[src/rtl/ivt_channel.sv]
module ivt_channel #(
  parameter int CW   = 16,
  parameter int NSEL = 4,
  localparam int SW  = (NSEL > 1) ? $clog2(NSEL) : 1
) (
  input  logic          clk,
  input  logic          rst,
  input  logic [NSEL-1:0] tick_en,
  input  logic          period_we,
  input  logic [CW-1:0] period_wdata,
  input  logic          mode_we,
  input  logic [SW-1:0] mode_clk_sel,
  input  logic          mode_start_irq,
  input  logic          level_we,
  input  logic          level_wdata,
  input  logic          oe_we,
  input  logic          oe_wdata,
  input  logic          start_trig,
  input  logic          stop_trig,
  output logic [CW-1:0] count,
  output logic          running,
  output logic          irq,
  output logic          wave
);

  logic [CW-1:0] period_q, cnt_q;
  logic [SW-1:0] sel_q;
  logic          sirq_q, lvl_q, oe_q, run_q, irq_q;
  logic          tick_sel;

  assign tick_sel = tick_en[sel_q];

  always_ff @(posedge clk) begin
    if (rst) begin
      period_q <= '0;
      cnt_q    <= '0;
      sel_q    <= '0;
      sirq_q   <= 1'b0;
      lvl_q    <= 1'b0;
      oe_q     <= 1'b0;
      run_q    <= 1'b0;
      irq_q    <= 1'b0;
    end else begin
      irq_q <= 1'b0;
      if (period_we) period_q <= period_wdata;
      if (oe_we) oe_q <= oe_wdata;
      if (mode_we && !run_q) begin
        sel_q  <= mode_clk_sel;
        sirq_q <= mode_start_irq;
      end
      if (stop_trig) begin
        run_q <= 1'b0;
      end else if (start_trig) begin
        run_q <= 1'b1;
        cnt_q <= period_q;
        if (sirq_q) begin
          irq_q <= 1'b1;
          lvl_q <= ~lvl_q;
        end
      end else if (run_q && tick_sel) begin
        if (cnt_q == '0) begin
          cnt_q <= period_q;
          irq_q <= 1'b1;
          lvl_q <= ~lvl_q;
        end else begin
          cnt_q <= cnt_q - CW'(1);
        end
      end else if (!run_q && level_we) begin
        lvl_q <= level_wdata;
      end
    end
  end

  assign count   = cnt_q;
  assign running = run_q;
  assign irq     = irq_q;
  assign wave    = oe_q & lvl_q;

endmodule

[config.mk]
export PLATFORM = sky130hd
export DESIGN_NAME = ivt_channel
export DESIGN_NICKNAME = d
export VERILOG_FILES = /design/src/rtl/ivt_channel.sv
export SDC_FILE = /design/constraint.sdc
export NUM_CORES = 1
export LEC_CHECK = 0
export BUFFER_PORTS_ARGS = -buffer_cell sky130_fd_sc_hd__buf_2
export CAP_MARGIN = 15
export CORE_MARGIN = 4
export CORE_UTILIZATION = 47
export CTS_CLUSTER_DIAMETER = 120
export CTS_CLUSTER_SIZE = 40
export DETAILED_ROUTE_END_ITERATION = 16
export PLACE_DENSITY_LB_ADDON = 0.08
export SLEW_MARGIN = 15
export SYNTH_ARGS = -nofsm -noshare
export SYNTH_HDL_FRONTEND = slang
export SYNTH_SLANG_ARGS = --single-unit
[constraint.sdc]
create_clock -name clk -period 2 [get_ports clk]
set_input_delay 0.4 -clock clk [delete_from_list [all_inputs] [get_ports clk]]
set_output_delay 0.4 -clock clk [all_outputs]
set_load 0.02 [all_outputs]
==> impl_metrics.json <==
{
  "setup_viol": 15,
  "setup_ws_ns": -0.129,
  "p_leak_nw": 1.29,
  "io_pins": 52,
  "crit_chain": "inv_4 > ha_1 > or3b_4 > o41ai_4 > buf_6 > buf_12 > o21ai_0 > a22oi_2 > nor2_1",
  "synth_top_area_share": 0.397,
  "power.density_mw_per_mm2": 985,
  "grt_max_degree": 18,
  "syn_to_final_growth_pct": 48.7,
  "antenna_found_initial": 0,
  "cts.reportedPaths.clkPinSlew_ns": 0.08,
  "arrival_ns": 2.32,
  "ys_ff_latch": 39,
  "core_area_mm2": 0.00403,
  "synth_common_cells": "dfxtp_1 (39), nor2_1 (26), mux2i_1 (23)",
  "min_path_type": "input port to register",
  "hp-start": "stop_trig",
  "min_path_cells": 2,
  "fin_crit_ns": 2.13,
  "rsz0062_at_grt": "true",
  "timing.rr.end": "count[3]",
  "rrSetupSlack_ns": -0.13,
  "hold_viol_final": 0,
  "crit-reg2reg-launch": "count[0]",
  "ys_async_sr_fraction": 0,
  "gp_congestion": 0.889,
  "critPathLaunchType": "register",
  "cts_buffers": 5,
  "worstSkewPairLatency_ns": 0.29,
  "crit_buf_inv": 3,
  "synthTopCellsByArea": "dfxtp_1 (40%), mux2i_1 (12%), nor2_1 (5.0%)",
  "required_ns": 2.19,
  "port_buffers": 51,
  "track_usage": 0.224,
  "skew_ns": 0.0104,
  "cap_violations": 0,
  "fp-row-count": 23,
  "wl_per_cell_um": 15.9,
  "peakVddDrop_mv": 0.554,
  "netlist-cell-type-count": 46,
  "routed-via-count": 2018,
  "ys_seq_area_frac": 0.397,
  "synth_top_area_cell": "dfxtp_1",
  "cts_buffer_depth": 2,
  "insertedDiodeCount": 0,
  "synth_area_mm2": 0.00196,
  "grt_first_pass_wirelength_um": 9250,
  "ys.flop_type": "dfxtp_1",
  "grt_pass1_vias": 1951,
  "cp_slowest_stage_delay_ns": 0.41,
  "outcome": "complete, but fails checks",
  "die-area_mm2": 0.00528,
  "drtIter0Drc": 92,
  "root_buffer": "clkbuf_8",
  "crit_slowest_cell": "or3b_4",
  "hold_slack_ns": 0.339,
  "layout-drive-gt1-share": 0.473,
  "firstDrtPassIters": 4,
  "syn_nets": 259,
  "utilization": 0.725,
  "drt_wl_total_um": 5820,
  "fin_nets": 349,
  "cts_tree": "done",
  "critPathKind": "register to register",
  "maxSlewViolCount": 0,
  "synth-warning-count": 0,
  "cp_max_fo": 6,
  "clock_sinks": 39,
  "drt.antenna.violating_nets": 0,
  "chipWidth_um": 72.7,
  "route.detailed.drc": 0,
  "start_util": 0.488,
  "endpoint_kind": "register",
  "grt.overflow.total": 0,
  "synth_most_common_cell": "dfxtp_1",
  "violations": "setup timing",
  "dp.final_hpwl_um": 3920,
  "crit_family": "compound AO/OA/AOI/OAI gates",
  "max_freq_mhz": 470,
  "maxSlewHeadroom": 0.676,
  "r2r_cells": 9,
  "setup_tns_ns": -0.827,
  "synth-edff-count": 0,
  "fin_total_pwr_w": 0.00288,
  "htreeDepth": 2,
  "die_h_um": 72.7,
  "worstMarginPinSlew_ns": 0.486,
  "hold-path-endpoint": "running",
  "synthCells": 224,
  "finalCritPeriodShare": 1.06,
  "vias_per_cell": 5.53,
  "syn_avg_cell_area_um2": 8.77
}
-- flip-flops by register name (all words and copies together), names as in the netlist --
| register | count |
|---|---|
| count | 16 |
| period_q | 16 |
| sel_q | 2 |
| oe_q | 1 |
| irq | 1 |
| lvl_q | 1 |
| sirq_q | 1 |
| running | 1 |
-- how the worst max path moves through the flow --
stage / startpoint / to / slack (ns) / cells after the start
2_1_floorplan: count[1] / count[10] / -0.15 / 7
4_1_cts: count[0] / count[10] / -0.15 / 7
3_5_place_dp: count[0] / count[10] / -0.13 / 7
5_1_grt: count[0] / count[3] / -0.22 / 9
3_3_place_gp: count[1] / count[10] / -0.09 / 7
6_report: count[0] / count[3] / -0.13 / 9
-- metal layers --
layer / routed length, um / up-vias / GRT usage / share of wire
met5: 0 / - / 0 / 0
li1: - / 1008 / - / -
met1: 2690 / 955 / 0.301 / 0.46
met3: 252 / 11 / 0.0482 / 0.043
met2: 2770 / 44 / 0.356 / 0.48
met4: 104 / 0 / 0.0738 / 0.018
-- per-stage QoR --
| step | cells | worst slack, ns | cell area [um2] |
|---|---|---|---|
| final | 365 | -0.129 | 2920 |
| after global routing | 365 | -0.225 | 2920 |
| after CTS | 362 | -0.153 | 2820 |
| after detailed placement | 348 | -0.133 | 2570 |
| after global placement | 348 | -0.0904 | 2570 |
| after floorplan | 224 | -0.155 | 2050 |
-- layout by cell type, fill, tap and decap left out, types with 3 or more instances in the layout --
cell type / instances
or4_4: 4
nor3_2: 4
o21ai_1: 8
inv_1: 6
nor4_2: 3
o21ai_0: 6
nand2_2: 3
buf_6: 7
nor2b_1: 3
dfxtp_1: 33
nand3b_1: 5
nor3_1: 7
nand3_1: 3
nor4_1: 3
buf_2: 51
dfxtp_4: 4
o21ai_2: 3
buf_4: 35
clkbuf_8: 5
nand2_1: 3
a21oi_1: 12
nor2_1: 26
mux2i_1: 23
a21oi_2: 7
-- kinds of logic (layout without fill, tap and decap cells) --
kind of cell / count (synthesis) / in the layout / synth area share
AO/OA/AOI/OAI: 54 / 54 / 0.176
adder cells (fa/ha/maj): 2 / 2 / 0.0127
multiplexers: 25 / 25 / 0.134
flip-flops: 39 / 39 / 0.397
AND/OR/NAND/NOR: 82 / 82 / 0.229
buffers and inverters: 22 / 113 / 0.0497
-- layout make-up --
class / count / area (um2)
clock buffer: 7 / 76.3
clock inverter: 1 / 5.00
fill: 317 / 1110
inverter: 8 / 35.0
multi-input combinational: 163 / 1250
sequential: 39 / 798
tap: 50 / 62.6
timing repair buffer: 97 / 697
-- what timing repair did --
action,in CTS,in global routing
pin swaps,15,12
endpoints found under the hold margin,0,0
setup endpoints to repair,14,18
gates resized for setup,28,14
hold buffers,0,0
gates cloned,2,1
buffers inserted,4,2
-- report_power, final --
part | internal (W) | switching (W)
combinational | 0.000754 | 0.000716
sequential | 0.000845 | 0.0000472
clock | 0.000245 | 0.000271
No activity file was read; power rests on OpenSTA's default activity.
